File: src/rtl/piso_pkg.sv
package piso_pkg;

  typedef enum logic [2:0] {
    SR_HOLD,
    SR_CLEAR,
    SR_FAULT,
    SR_COPY,
    SR_BYPASS,
    SR_SHIFT
  } sr_mode_e;

  // Priority: invalid combination, then clear, then copy, then shift.
  function automatic sr_mode_e sr_decode(input logic copy_n,
                                         input logic clear_n,
                                         input logic store_ev,
                                         input logic shift_ev);
    sr_mode_e m;
    if (!clear_n && !copy_n)      m = SR_FAULT;
    else if (!clear_n)            m = SR_CLEAR;
    else if (!copy_n)             m = store_ev ? SR_BYPASS : SR_COPY;
    else if (shift_ev)            m = SR_SHIFT;
    else                          m = SR_HOLD;
    return m;
  endfunction

endpackage

File: src/rtl/piso_rst_sync.sv
module piso_rst_sync #(
  parameter int STAGES = 2
) (
  input  logic clk,
  input  logic rst_n,
  output logic rst_ni
);
  logic [STAGES-1:0] chain_q;
  logic [STAGES-1:0] chain_d;

  always_comb chain_d = {chain_q[STAGES-2:0], 1'b1};

  always_ff @(posedge clk or negedge rst_n) begin
    if (!rst_n) chain_q <= '0;
    else        chain_q <= chain_d;
  end

  assign rst_ni = chain_q[STAGES-1];
endmodule

File: src/rtl/piso_bit_sync.sv
module piso_bit_sync #(
  parameter int N     = 1,
  parameter int DEPTH = 2
) (
  input  logic         clk,
  input  logic         rst_ni,
  input  logic [N-1:0] d_async,
  output logic [N-1:0] q_sync
);
  for (genvar i = 0; i < N; i++) begin : g_bit
    logic [DEPTH-1:0] chain_q;
    logic [DEPTH-1:0] chain_d;

    always_comb chain_d = {chain_q[DEPTH-2:0], d_async[i]};

    always_ff @(posedge clk or negedge rst_ni) begin
      if (!rst_ni) chain_q <= '0;
      else         chain_q <= chain_d;
    end

    assign q_sync[i] = chain_q[DEPTH-1];
  end
endmodule

File: src/rtl/piso_edge_detect.sv
module piso_edge_detect #(
  parameter int N      = 2,
  parameter int STAGES = 2
) (
  input  logic         clk,
  input  logic         rst_ni,
  input  logic [N-1:0] stb_async,
  output logic [N-1:0] rise_q
);
  logic [N-1:0] lvl;
  logic [N-1:0] prev_q;
  logic [N-1:0] rise_d;

  piso_bit_sync #(.N(N), .DEPTH(STAGES)) u_sync (
    .clk     (clk),
    .rst_ni  (rst_ni),
    .d_async (stb_async),
    .q_sync  (lvl)
  );

  always_comb rise_d = lvl & ~prev_q;

  always_ff @(posedge clk or negedge rst_ni) begin
    if (!rst_ni) begin
      prev_q <= '0;
      rise_q <= '0;
    end else begin
      prev_q <= lvl;
      rise_q <= rise_d;
    end
  end
endmodule

File: src/rtl/piso_store_reg.sv
module piso_store_reg #(
  parameter int W = 8
) (
  input  logic         clk,
  input  logic         rst_ni,
  input  logic         store_ev,
  input  logic [W-1:0] par_in,
  output logic [W-1:0] store_q
);
  logic         st_en;
  logic [W-1:0] st_d;

  always_comb begin
    st_en = store_ev;
    st_d  = par_in;
  end

  always_ff @(posedge clk or negedge rst_ni) begin
    if (!rst_ni)    store_q <= '0;
    else if (st_en) store_q <= st_d;
  end
endmodule

File: src/rtl/piso_shift_core.sv
module piso_shift_core
  import piso_pkg::*;
#(
  parameter int W = 8
) (
  input  logic         clk,
  input  logic         rst_ni,
  input  logic [W-1:0] store_q,
  input  logic [W-1:0] par_in,
  input  logic         store_ev,
  input  logic         shift_ev,
  input  logic         ser_bit,
  input  logic         copy_n,
  input  logic         clear_n,
  output logic [W-1:0] shift_q,
  output logic         err_q
);
  sr_mode_e     mode;
  logic [W-1:0] shifted;
  logic [W-1:0] sh_d;
  logic         sh_en;
  logic         err_d;

  assign shifted[0] = ser_bit;
  for (genvar g = 1; g < W; g++) begin : g_stage
    assign shifted[g] = shift_q[g-1];
  end

  always_comb begin
    mode  = sr_decode(copy_n, clear_n, store_ev, shift_ev);
    sh_en = 1'b1;
    sh_d  = shift_q;
    unique case (mode)
      SR_FAULT,
      SR_CLEAR:  sh_d = '0;
      SR_COPY:   sh_d = store_q;
      SR_BYPASS: sh_d = par_in;
      SR_SHIFT:  sh_d = shifted;
      default:   sh_en = 1'b0;
    endcase
    err_d = err_q | (mode == SR_FAULT);
  end

  always_ff @(posedge clk or negedge rst_ni) begin
    if (!rst_ni) begin
      shift_q <= '0;
      err_q   <= 1'b0;
    end else begin
      if (sh_en) shift_q <= sh_d;
      err_q <= err_d;
    end
  end
endmodule

File: src/rtl/piso_latch_shifter.sv
module piso_latch_shifter #(
  parameter int W           = 8,
  parameter int SYNC_STAGES = 2
) (
  input  logic         clk,
  input  logic         rst_n,
  input  logic [W-1:0] par_in,
  input  logic         store_stb,
  input  logic         shift_stb,
  input  logic         ser_in,
  input  logic         copy_n,
  input  logic         clear_n,
  output logic         ser_out,
  output logic         cfg_err
);
  localparam int NSTB    = 2;
  localparam int IX_ST   = 0;
  localparam int IX_SH   = 1;
  localparam int SER_DLY = SYNC_STAGES + 1;

  logic            rst_ni;
  logic [NSTB-1:0] stb_rise;
  logic            store_ev;
  logic            shift_ev;
  logic            ser_bit;
  logic [W-1:0]    store_q;
  logic [W-1:0]    shift_q;

  piso_rst_sync #(.STAGES(2)) u_rst (
    .clk    (clk),
    .rst_n  (rst_n),
    .rst_ni (rst_ni)
  );

  piso_edge_detect #(.N(NSTB), .STAGES(SYNC_STAGES)) u_edge (
    .clk       (clk),
    .rst_ni    (rst_ni),
    .stb_async ({shift_stb, store_stb}),
    .rise_q    (stb_rise)
  );

  assign store_ev = stb_rise[IX_ST];
  assign shift_ev = stb_rise[IX_SH];

  // Serial data delayed to line up with the registered shift edge.
  piso_bit_sync #(.N(1), .DEPTH(SER_DLY)) u_ser (
    .clk     (clk),
    .rst_ni  (rst_ni),
    .d_async (ser_in),
    .q_sync  (ser_bit)
  );

  piso_store_reg #(.W(W)) u_store (
    .clk      (clk),
    .rst_ni   (rst_ni),
    .store_ev (store_ev),
    .par_in   (par_in),
    .store_q  (store_q)
  );

  piso_shift_core #(.W(W)) u_core (
    .clk      (clk),
    .rst_ni   (rst_ni),
    .store_q  (store_q),
    .par_in   (par_in),
    .store_ev (store_ev),
    .shift_ev (shift_ev),
    .ser_bit  (ser_bit),
    .copy_n   (copy_n),
    .clear_n  (clear_n),
    .shift_q  (shift_q),
    .err_q    (cfg_err)
  );

  assign ser_out = shift_q[W-1];
endmodule

File: config.mk
export PLATFORM = sky130hd
export DESIGN_NAME = piso_latch_shifter
export DESIGN_NICKNAME = d
export VERILOG_FILES = /design/src/rtl/piso_pkg.sv /design/src/rtl/piso_rst_sync.sv /design/src/rtl/piso_bit_sync.sv /design/src/rtl/piso_edge_detect.sv /design/src/rtl/piso_store_reg.sv /design/src/rtl/piso_shift_core.sv /design/src/rtl/piso_latch_shifter.sv
export SDC_FILE = /design/constraint.sdc
export NUM_CORES = 1
export LEC_CHECK = 0
export CAP_MARGIN = 0
export CORE_MARGIN = 1.5
export CORE_UTILIZATION = 47
export CTS_BUF_LIST = sky130_fd_sc_hd__clkbuf_4
export DETAILED_ROUTE_END_ITERATION = 12
export GPL_ROUTABILITY_DRIVEN = 0
export PLACE_DENSITY_LB_ADDON = 0.15
export SETUP_SLACK_MARGIN = 0.5
export SLEW_MARGIN = 20
export SYNTH_ARGS = -nofsm -noshare
export SYNTH_HDL_FRONTEND = slang
export SYNTH_SLANG_ARGS = --single-unit
File: constraint.sdc
create_clock -name clk -period 1.7 [get_ports clk]
set_input_delay 0.34 -clock clk [delete_from_list [all_inputs] [get_ports clk]]
set_output_delay 0.34 -clock clk [all_outputs]
set_load 0.01 [all_outputs]
==> summary.txt, run 1 <==
Synth
  – Synth top area cells: dfrtp_1, mux2_4, mux2i_1, o2bb2ai_1, nor2b_1
  – Synth area leader: dfrtp_1
  – Mean Syn Cell Area: 17.1 sq um
  – Post-synth top cells: dfrtp_1, mux2_4, mux2i_1, o2bb2ai_1, nor2b_1
  – Post-synth ARST share: 1.00
  – Yosys reg bits: 30
  – Post-synthesis cell area: 1080 sq um
  – Post-Syn Instances: 63
  – Synth warn: 0
  – Post-synth EDFFs: 0
  – Top-area cell type share of the netlist area: 0.698
  – Most frequent cell after synthesis: dfrtp_1
  – Synth cell types: 11
  – Post-synth top flop: dfrtp_1
  – Synth Net Count: 78
  – Sequential-to-total area share from yosys stat: 0.698

Place
  – PortBufs: 16
  – HPWL Detailed: 1.05 mm

Global routing
  – Gr ovfl total: 0
  – Vias in the first global route: 570
  – Largest net degree at the start of global routing: 15
  – First-pass GRT wire length: 2.70 mm
  – GRT Util Overall: 0.157
  – Antenna violations before repair: 0

Flow run
  – Max_cap viols: 0

Clocking
  – H-tree levels: 2
  – TritonCTS Sinks: 30
  – Num CTS Buffers: 5
  – CTS Hold Bufs: 0
  – CTS tree: built
  – Max Buffers Root-to-Sink: 2
  – Worst-path clk slew: 0.09 ns
  – Worst skew pair latency: 0.32 ns
  – CTS root buf: clkbuf_4

Timing
  – RSZ-0062 raised after global routing: true
  – Skew final: 0.00911 ns
  – Max Freq: 846 MHz
  – Period utilization: 0.695
  – Final Hold Vio Count: 0
  – # setup viols final: 0
  – Post-layout min period: 1.18 ns
  – Fin. max-slew vios: 0
  – Final setup TNS: 0 ns

Route
  – Post-route DRC: 0
  – Vias per inst: 4.89
  – Detailed Route Iter0 Violations: 6
  – First-pass iteration count of the detailed router: 4
  – WL final: 1.49 mm
  – Antenna viol nets, final: 0
  – WL/cell: 13.0 microns
  – Total number of vias: 562

Finish
  – Share of cells above drive strength 1: 0.241
  – Ant. Diodes: 0
  – Area delta synth->final: 22.4%
  – Fillers: 164
  – Layout Utilization: 0.601
  – Nets@finish: 101

Critical path
  – CP endpoint kind: output pin
  – Critical Path RT: 1.36 ns
  – R2R Setup Slk: 0.60 ns
  – Reg2Reg Depth: 2
  – Crit-path slowest cell: dfrtp_1
  – CP max stage delay: 0.38 ns
  – Kind of critical path: reg -> out
  – Startpoint types: flip-flop
  – Reg-to-reg startpoint: u_edge.rise_q[0]$_DFF_PN0_
  – Worst Path Max Fanout: 2
  – Worst EP arrival: 0.84 ns
  – CP cell instances: buf_2
  – Top Family by Delay on Critical Path: flip-flops
  – WP buf/inv: 1
  – Critical R2R Capture: u_core.shift_q[1]$_DFFE_PN0P_

Die
  – Starting Density: 0.491
  – Core area: 2190 sq um
  – Die width: 50.8 microns
  – Die area: 2590 sq um
  – Row cnt: 17
  – Die Ht: 50.8 microns
  – Number of I/O pins: 17

Pwr
  – Leakage: 0.584 nW
  – Peak VDD IR: 0.643 mV
  – Power Dens Cells: 1020 nW/um^2

Worst hold path
  – Worst min path class: in -> async

Status
  – Status: finished clean
[state kept, by name (all words and copies together), names as in the netlist]
signal                       cells
u_core.err_q                     1
u_ser.g_bit.chain_q              3
u_edge.u_sync.g_bit.chain_q      4
u_core.shift_q                   8
u_edge.rise_q                    2
u_edge.prev_q                    2
u_rst.chain_q                    2
u_store.store_q                  8
[power by group]
group	internal, mW	switching, mW
Clock	0.171	0.224
Sequential	0.773	0.0297
Combinational	0.0957	0.0521
[metrics by stage]
| step | power (mW) | setup WS [ns] | std cells | area [sq um] | hold WS (ns) |
|---|---|---|---|---|---|
| 6_report | 1.35 | 0.518 | 115 | 1320 | 0.174 |
| 5_1_grt | 1.43 | 0.463 | 115 | 1320 | 0.156 |
| 4_1_cts | 1.37 | 0.499 | 115 | 1320 | 0.158 |
| 3_5_place_dp | 0.970 | 0.372 | 107 | 1270 | 0.208 |
| 3_3_place_gp | 0.966 | 0.383 | 107 | 1270 | 0.198 |
| 2_1_floorplan | 0.906 | 0.677 | 63 | 1080 | 0.0444 |
[timing repair]
action	4_1_cts	5_1_grt
cloned	0	0
setup endpoints to repair	10	2
gates resized for setup	9	0
buffers inserted	0	0
[metal layers]
metal  track usage  wire length [microns]
met1         0.198                    669
met2         0.217                    721
met3        0.0877                     75
met4        0.0811                     27
met5             0                      0
[cell type report]
cell class / count / area (sq um) / area share
clock buffers: 6 / 45.0 / 0.0342
clock inverters: 2 / 8.76 / 0.00665
multi-input cells: 30 / 304 / 0.231
flip-flops and latches: 30 / 752 / 0.571
well taps: 28 / 35.0 / 0.0266
repair buffers: 19 / 173 / 0.131
[layout by cell type (no fill, tap or decap)]
cell type,Yosys,final
o2bb2ai_1,8,8
clkinv_1,0,1
mux2_4,8,8
buf_4,0,3
mux2i_1,8,8
buf_2,1,2
dfrtp_2,0,1
nand2_1,1,1
dfrtp_1,30,29
nor2b_1,3,3
o21bai_1,1,1
clkinv_2,0,1
clkdlybuf4s50_1,0,14
clkbuf_4,0,6
conb_1,1,1
[logic make-up after synthesis]
family	count (synthesis)	share of synthesized area
compound gates	9	0.0721
buf+inv	3	0.0198
other cells	1	0.00349
flops	30	0.698
mux	16	0.186
simple gates	4	0.0209
[how the worst max path moves through the flow]
stage	start	end	slack, ns	cells past startpoint
after CTS	u_core.shift_q[7]$_DFFE_PN0P_	ser_out	0.50	1
after global placement	clear_n	u_core.shift_q[0]$_DFFE_PN0P_	0.38	4
after global routing	u_core.shift_q[7]$_DFFE_PN0P_	ser_out	0.46	1
after detailed placement	clear_n	u_core.shift_q[7]$_DFFE_PN0P_	0.37	4
final	u_core.shift_q[7]$_DFFE_PN0P_	ser_out	0.52	1
after floorplan	u_edge.rise_q[0]$_DFF_PN0_	u_core.shift_q[0]$_DFFE_PN0P_	0.68	3
Note: power is estimated with default switching activity, not from simulation.
==> run 2: changes to the inputs <==
clock period = 1.1 ns   (was 1.7 ns; I/O delays follow)
==> run 2 against run 1 <==
Highest routed layer unchanged; clock power up 51%; first-iteration DRC count shrank 50%; total power increased by 56%; worst setup slack got worse by 0.53 ns; sequential share of layout area fell by 3.0 points; critical endpoint is now u_core.shift_q[7]$_DFFE_PN0P_; the run now ends with negative setup slack left; largest cell class unchanged; clock skew shrank 0.0036 ns; critical path depth increased by 2.
==> summary.txt, run 2 (synthesis results as in run 1) <==
Status
  – Status: complete, but fails checks
  – Failing checks: negative setup slack

Die
  – Starting Density: 0.491
  – Core area: 2190 sq um
  – Die width: 50.8 microns
  – Die Ht: 50.8 microns
  – Number of I/O pins: 17
  – Row cnt: 17
  – Die area: 2590 sq um

Finish
  – Share of cells above drive strength 1: 0.300
  – Largest regs: u_core.shift_q: 8 flops, u_store.store_q: 8 flops, u_edge.u_sync.g_bit.chain_q: 4 flops
  – Ant. Diodes: 0
  – Area delta synth->final: 29.2%
  – Nets@finish: 104
  – Most common cell after layout, fill and taps aside: dfrtp_1
  – Commonest non-fill, non-tap cells in the layout: dfrtp_1, clkdlybuf4s50_1, mux2_4, mux2i_1

Critical path
  – Reg-to-reg startpoint: u_edge.rise_q[0]$_DFF_PN0_
  – Worst Path Max Fanout: 8
  – CP endpoint kind: flip-flop
  – Reg2Reg Depth: 3
  – Kind of critical path: reg -> reg
  – Worst EP arrival: 1.31 ns
  – Startpoint types: flip-flop
  – Critical Path RT: 1.29 ns
  – Critical R2R Capture: u_core.shift_q[7]$_DFFE_PN0P_
  – R2R Setup Slk: -0.01 ns

Route
  – WL/cell: 13.1 microns
  – Post-route DRC: 0
  – Vias per inst: 4.96
  – WL final: 1.54 mm
  – First-pass iteration count of the detailed router: 4
  – Antenna viol nets, final: 0
  – Total number of vias: 585
  – Detailed Route Iter0 Violations: 3

Clocking
  – Num CTS Buffers: 5
  – CTS Hold Bufs: 0
  – CTS root buf: clkbuf_4
  – Worst-path clk slew: 0.08 ns
  – Max Buffers Root-to-Sink: 2
  – H-tree levels: 2
  – CTS tree: built
  – TritonCTS Sinks: 30
  – Worst skew pair latency: 0.31 ns

Timing
  – Max Freq: 897 MHz
  – Fin. max-slew vios: 0
  – Final Hold Vio Count: 0
  – Post-layout min period: 1.11 ns
  – Period utilization: 1.01
  – # setup viols final: 5
  – Skew final: 0.00555 ns
  – WHS: 0.0582 ns
  – RSZ-0062 raised after global routing: true
  – Final WS setup: -0.0143 ns

Global routing
  – Antenna violations before repair: 0
  – First-pass GRT wire length: 2.64 mm
  – GRT Util Overall: 0.148
  – Gr ovfl total: 0
  – Largest net degree at the start of global routing: 22
  – Vias in the first global route: 591

Place
  – PortBufs: 16
  – HPWL Detailed: 1.11 mm

Flow run
  – Max_cap viols: 0

Pwr
  – Leakage: 0.618 nW
  – Peak VDD IR: 0.860 mV
  – Power Dens Cells: 1510 nW/um^2
  – Overall Power: 2.10 mW

Worst hold path
  – Worst min path class: in -> async
run 2: changes by cell type in the layout (fill, tap and decap cells not counted), moves of 2 or more:
cell / before / now
buf_12: 0 / 3
clkdlybuf4s50_1: 14 / 12
o2bb2ai_1: 8 / 6
o2bb2ai_2: 0 / 2
dlygate4sd2_1: 0 / 2
run 2: area by class of cell:
| cell class | count | area (sq um) |
|---|---|---|
| clock buffer | 6 | 45.0 |
| clock inverter | 2 | 8.76 |
| multi-input combinational | 30 | 319 |
| tap | 28 | 35.0 |
| fill | 179 | 801 |
| sequential | 30 | 752 |
| timing repair buffer | 22 | 230 |
run 2: worst max-delay path by stage:
stage          depth (start not counted)  slack, ns                       start                       endpoint
2_1_floorplan                          3       0.08  u_edge.rise_q[0]$_DFF_PN0_  u_core.shift_q[0]$_DFFE_PN0P_
3_3_place_gp                           3      -0.31                     clear_n  u_core.shift_q[6]$_DFFE_PN0P_
3_5_place_dp                           3      -0.32                     clear_n  u_core.shift_q[7]$_DFFE_PN0P_
4_1_cts                                3      -0.02  u_edge.rise_q[0]$_DFF_PN0_  u_core.shift_q[7]$_DFFE_PN0P_
5_1_grt                                3      -0.05  u_edge.rise_q[0]$_DFF_PN0_  u_core.shift_q[3]$_DFFE_PN0P_
6_report                               3      -0.01  u_edge.rise_q[0]$_DFF_PN0_  u_core.shift_q[7]$_DFFE_PN0P_
run 2: routing by layer:
layer | global-route usage | vias to the layer above | routed length [microns]
li1 | - | 272 | -
met1 | 0.169 | 293 | 658
met2 | 0.230 | 16 | 775
met3 | 0.0526 | 4 | 76
met4 | 0.108 | 0 | 29
met5 | 0 | - | 0
run 2: critical path: stages (launching register included):
cell	delay [ns]
dfrtp_1	0.41
buf_12	0.16
mux2_4	0.31
o2bb2ai_2	0.12
run 2: per-stage QoR:
stage                     instances  setup WS (ns)  setup TNS, ns   util  instance area [sq um]
after floorplan                  63         0.0806              0      -                   1080
after global placement          109         -0.306          -2.43  0.605                   1330
after detailed placement        109         -0.323          -2.51  0.605                   1330
after CTS                       118        -0.0234         -0.107  0.632                   1380
after global routing            118        -0.0547         -0.344  0.634                   1390
final                           118        -0.0143        -0.0247  0.634                   1390
run 2: report_power, final:
part / internal [mW] / switching (mW)
combinational: 0.172 / 0.0989
sequential: 1.19 / 0.0397
clock: 0.264 / 0.331
run 2: timing repair:
| item | 4_1_cts | 5_1_grt |
|---|---|---|
| endpoints found under the setup margin | 21 | 21 |
| pin swaps | 0 | 0 |
| buffers inserted | 1 | 0 |
| cloned | 0 | 0 |
| gates resized for setup | 12 | 1 |
==> run 3: changes to the inputs <==
CORE_MARGIN = 5   (was 1.5)
==> run 3 against run 2 <==
The run still ends with negative setup slack left; critical endpoint is now u_core.shift_q[1]$_DFFE_PN0P_; clock power is 1% lower; combinational power about the same; fmax fell by 2.1%; highest routed layer unchanged; total power barely moved; global-route usage down 3.1 points; core utilization grew 0.51 points; die area is 29% higher; sequential power hardly changed; clock-buffer cell count is the same; first-iteration DRC count grew 130%; worst hold slack improved by 0.0025 ns; non-clock buffer count increased by 1.
==> summary.txt, run 3 (synthesis results as in run 1) <==
Status
  – Status: complete, but fails checks
  – Failing checks: negative setup slack

Pwr
  – Power Dens Cells: 1500 nW/um^2
  – Logic pwr share: 0.130
  – Switching Share: 0.221
  – Seq pwr share: 0.589
  – Switch Pwr: 464 uW
  – Peak VDD IR: 0.929 mV
  – Pint: 1.63 mW
  – Clock Power Share: 0.281
  – Leakage: 0.624 nW

Route
  – WL final: 1.58 mm
  – Post-route DRC: 0
  – Antenna viol nets, final: 0
  – Detailed Route Iter0 Violations: 7
  – Vias per inst: 4.89
  – Total number of vias: 582
  – First-pass iteration count of the detailed router: 4
  – WL/cell: 13.3 microns

Critical path
  – Reg2Reg Depth: 3
  – Worst Path Max Fanout: 8
  – Top Family by Delay on Critical Path: flip-flops
  – WP buf/inv: 1
  – Worst path depth: 3
  – Kind of critical path: reg -> reg
  – CP endpoint kind: flip-flop
  – Worst EP arrival: 1.32 ns
  – Crit-path slowest cell: dfrtp_2
  – CP max stage delay: 0.42 ns
  – CP cell instances: buf_12, mux2_4, o2bb2ai_2
  – Critical Path RT: 1.29 ns
  – Startpoint types: flip-flop

Finish
  – Commonest non-fill, non-tap cells in the layout: dfrtp_1, clkdlybuf4s50_1, mux2_4, mux2i_1, o2bb2ai_1
  – Area delta synth->final: 30.2%
  – Ant. Diodes: 0
  – Layout Utilization: 0.640
  – Nets@finish: 105
  – Most common cell after layout, fill and taps aside: dfrtp_1
  – FF+latch area: 753 sq um
  – Fillers: 173
  – Multi-input logic area: 320 sq um
  – Largest regs: u_core.shift_q: 8 flops, u_store.store_q: 8 flops, u_edge.u_sync.g_bit.chain_q: 4 flops
  – Share of cells above drive strength 1: 0.319
  – Post-route cell area: 1400 sq um

Clocking
  – Max Buffers Root-to-Sink: 2
  – Worst skew pair latency: 0.31 ns
  – CTS Hold Bufs: 0
  – Worst-path clk slew: 0.08 ns
  – Num CTS Buffers: 5
  – CTS root buf: clkbuf_4
  – CTS tree: built
  – TritonCTS Sinks: 30
  – H-tree levels: 2

Global routing
  – Vias in the first global route: 668
  – First-pass GRT wire length: 2.86 mm
  – Largest net degree at the start of global routing: 21
  – Antenna violations before repair: 0
  – GRT Util Overall: 0.118
  – Gr ovfl total: 0

Timing
  – Final WS setup: -0.0376 ns
  – Final Hold Vio Count: 0
  – Post-layout min period: 1.14 ns
  – Fin. max-slew vios: 0
  – RSZ-0062 raised after global routing: true
  – Period utilization: 1.03
  – Skew final: 0.00935 ns
  – WHS: 0.0607 ns
  – # setup viols final: 8
  – Max Freq: 879 MHz
  – Final setup TNS: -0.109 ns

Place
  – PortBufs: 16
  – Placed cell area: 1310 sq um
  – Place WS: -0.341 ns

Worst hold path
  – Worst min path class: in -> async

Die
  – Starting Density: 0.491
  – Number of I/O pins: 17
  – Die area: 3350 sq um
  – Die Ht: 57.8 microns
  – Die width: 57.8 microns
  – Row cnt: 17
  – Core area: 2190 sq um

Flow run
  – Max_cap viols: 0
==> run 3: layout make-up <==
class                           instances  area share
Multi-Input combinational cell         30       0.229
Timing Repair Buffer                   23       0.171
Tap cell                               28      0.0250
Sequential cell                        30       0.538
Clock buffer                            6      0.0321
Clock inverter                          2     0.00625
==> run 3: worst register-to-register path: stages (launching register included) <==
cell and delay (ns):
dfrtp_2 0.42, buf_12 0.15, mux2_4 0.31, o2bb2ai_2 0.13
==> run 3: through the flow <==
| stage | power [mW] | instances |
|---|---|---|
| after CTS | 2.12 | 118 |
| final | 2.10 | 119 |
| after floorplan | 1.40 | 63 |
| after global routing | 2.23 | 119 |
| after detailed placement | 1.52 | 108 |
| after global placement | 1.51 | 108 |
==> run 3: path summary, 6_finish.rpt <==
check                                                start                             endpoint  slack (ns)
worst max-delay path            u_edge.rise_q[0]$_DFF_PN0_        u_core.shift_q[1]$_DFFE_PN0P_       -0.04
worst min-delay path                                 rst_n           u_rst.chain_q[0]$_DFF_PN0_        0.06
worst max register to register  u_edge.rise_q[0]$_DFF_PN0_        u_core.shift_q[1]$_DFFE_PN0P_       -0.04
worst min register to register  u_rst.chain_q[1]$_DFF_PN0_  u_ser.g_bit[0].chain_q[0]$_DFF_PN0_        0.12
max in group asynchronous       u_rst.chain_q[1]$_DFF_PN0_       u_store.store_q[2]$_DFFE_PN0P_        0.61
min in group clk                                    ser_in  u_ser.g_bit[0].chain_q[0]$_DFF_PN0_        0.34
==> run 3: what timing repair did <==
| item | 4_1_cts | 5_1_grt |
|---|---|---|
| gates resized for setup | 12 | 2 |
| pin swaps | 1 | 0 |
| endpoints found under the hold margin | 0 | 0 |
| buffers inserted | 2 | 1 |
| endpoints found under the setup margin | 21 | 21 |
==> run 3: power by group through the flow <==
stage | Combinational (mW) | Sequential [mW] | Clock, mW
floorplan | 0.146 | 1.26 | 0
global placement | 0.244 | 1.26 | 0
detailed placement | 0.248 | 1.27 | 0
CTS | 0.270 | 1.24 | 0.616
global route | 0.295 | 1.25 | 0.683
finish | 0.273 | 1.24 | 0.589
==> run 3: per-layer routing <==
metal / GRT usage / routed length, microns / up-vias
met5: 0 / 0 / -
met4: 0.0695 / 29 / 0
met3: 0.0512 / 88 / 4
met2: 0.184 / 818 / 17
met1: 0.133 / 648 / 286
li1: - / - / 275
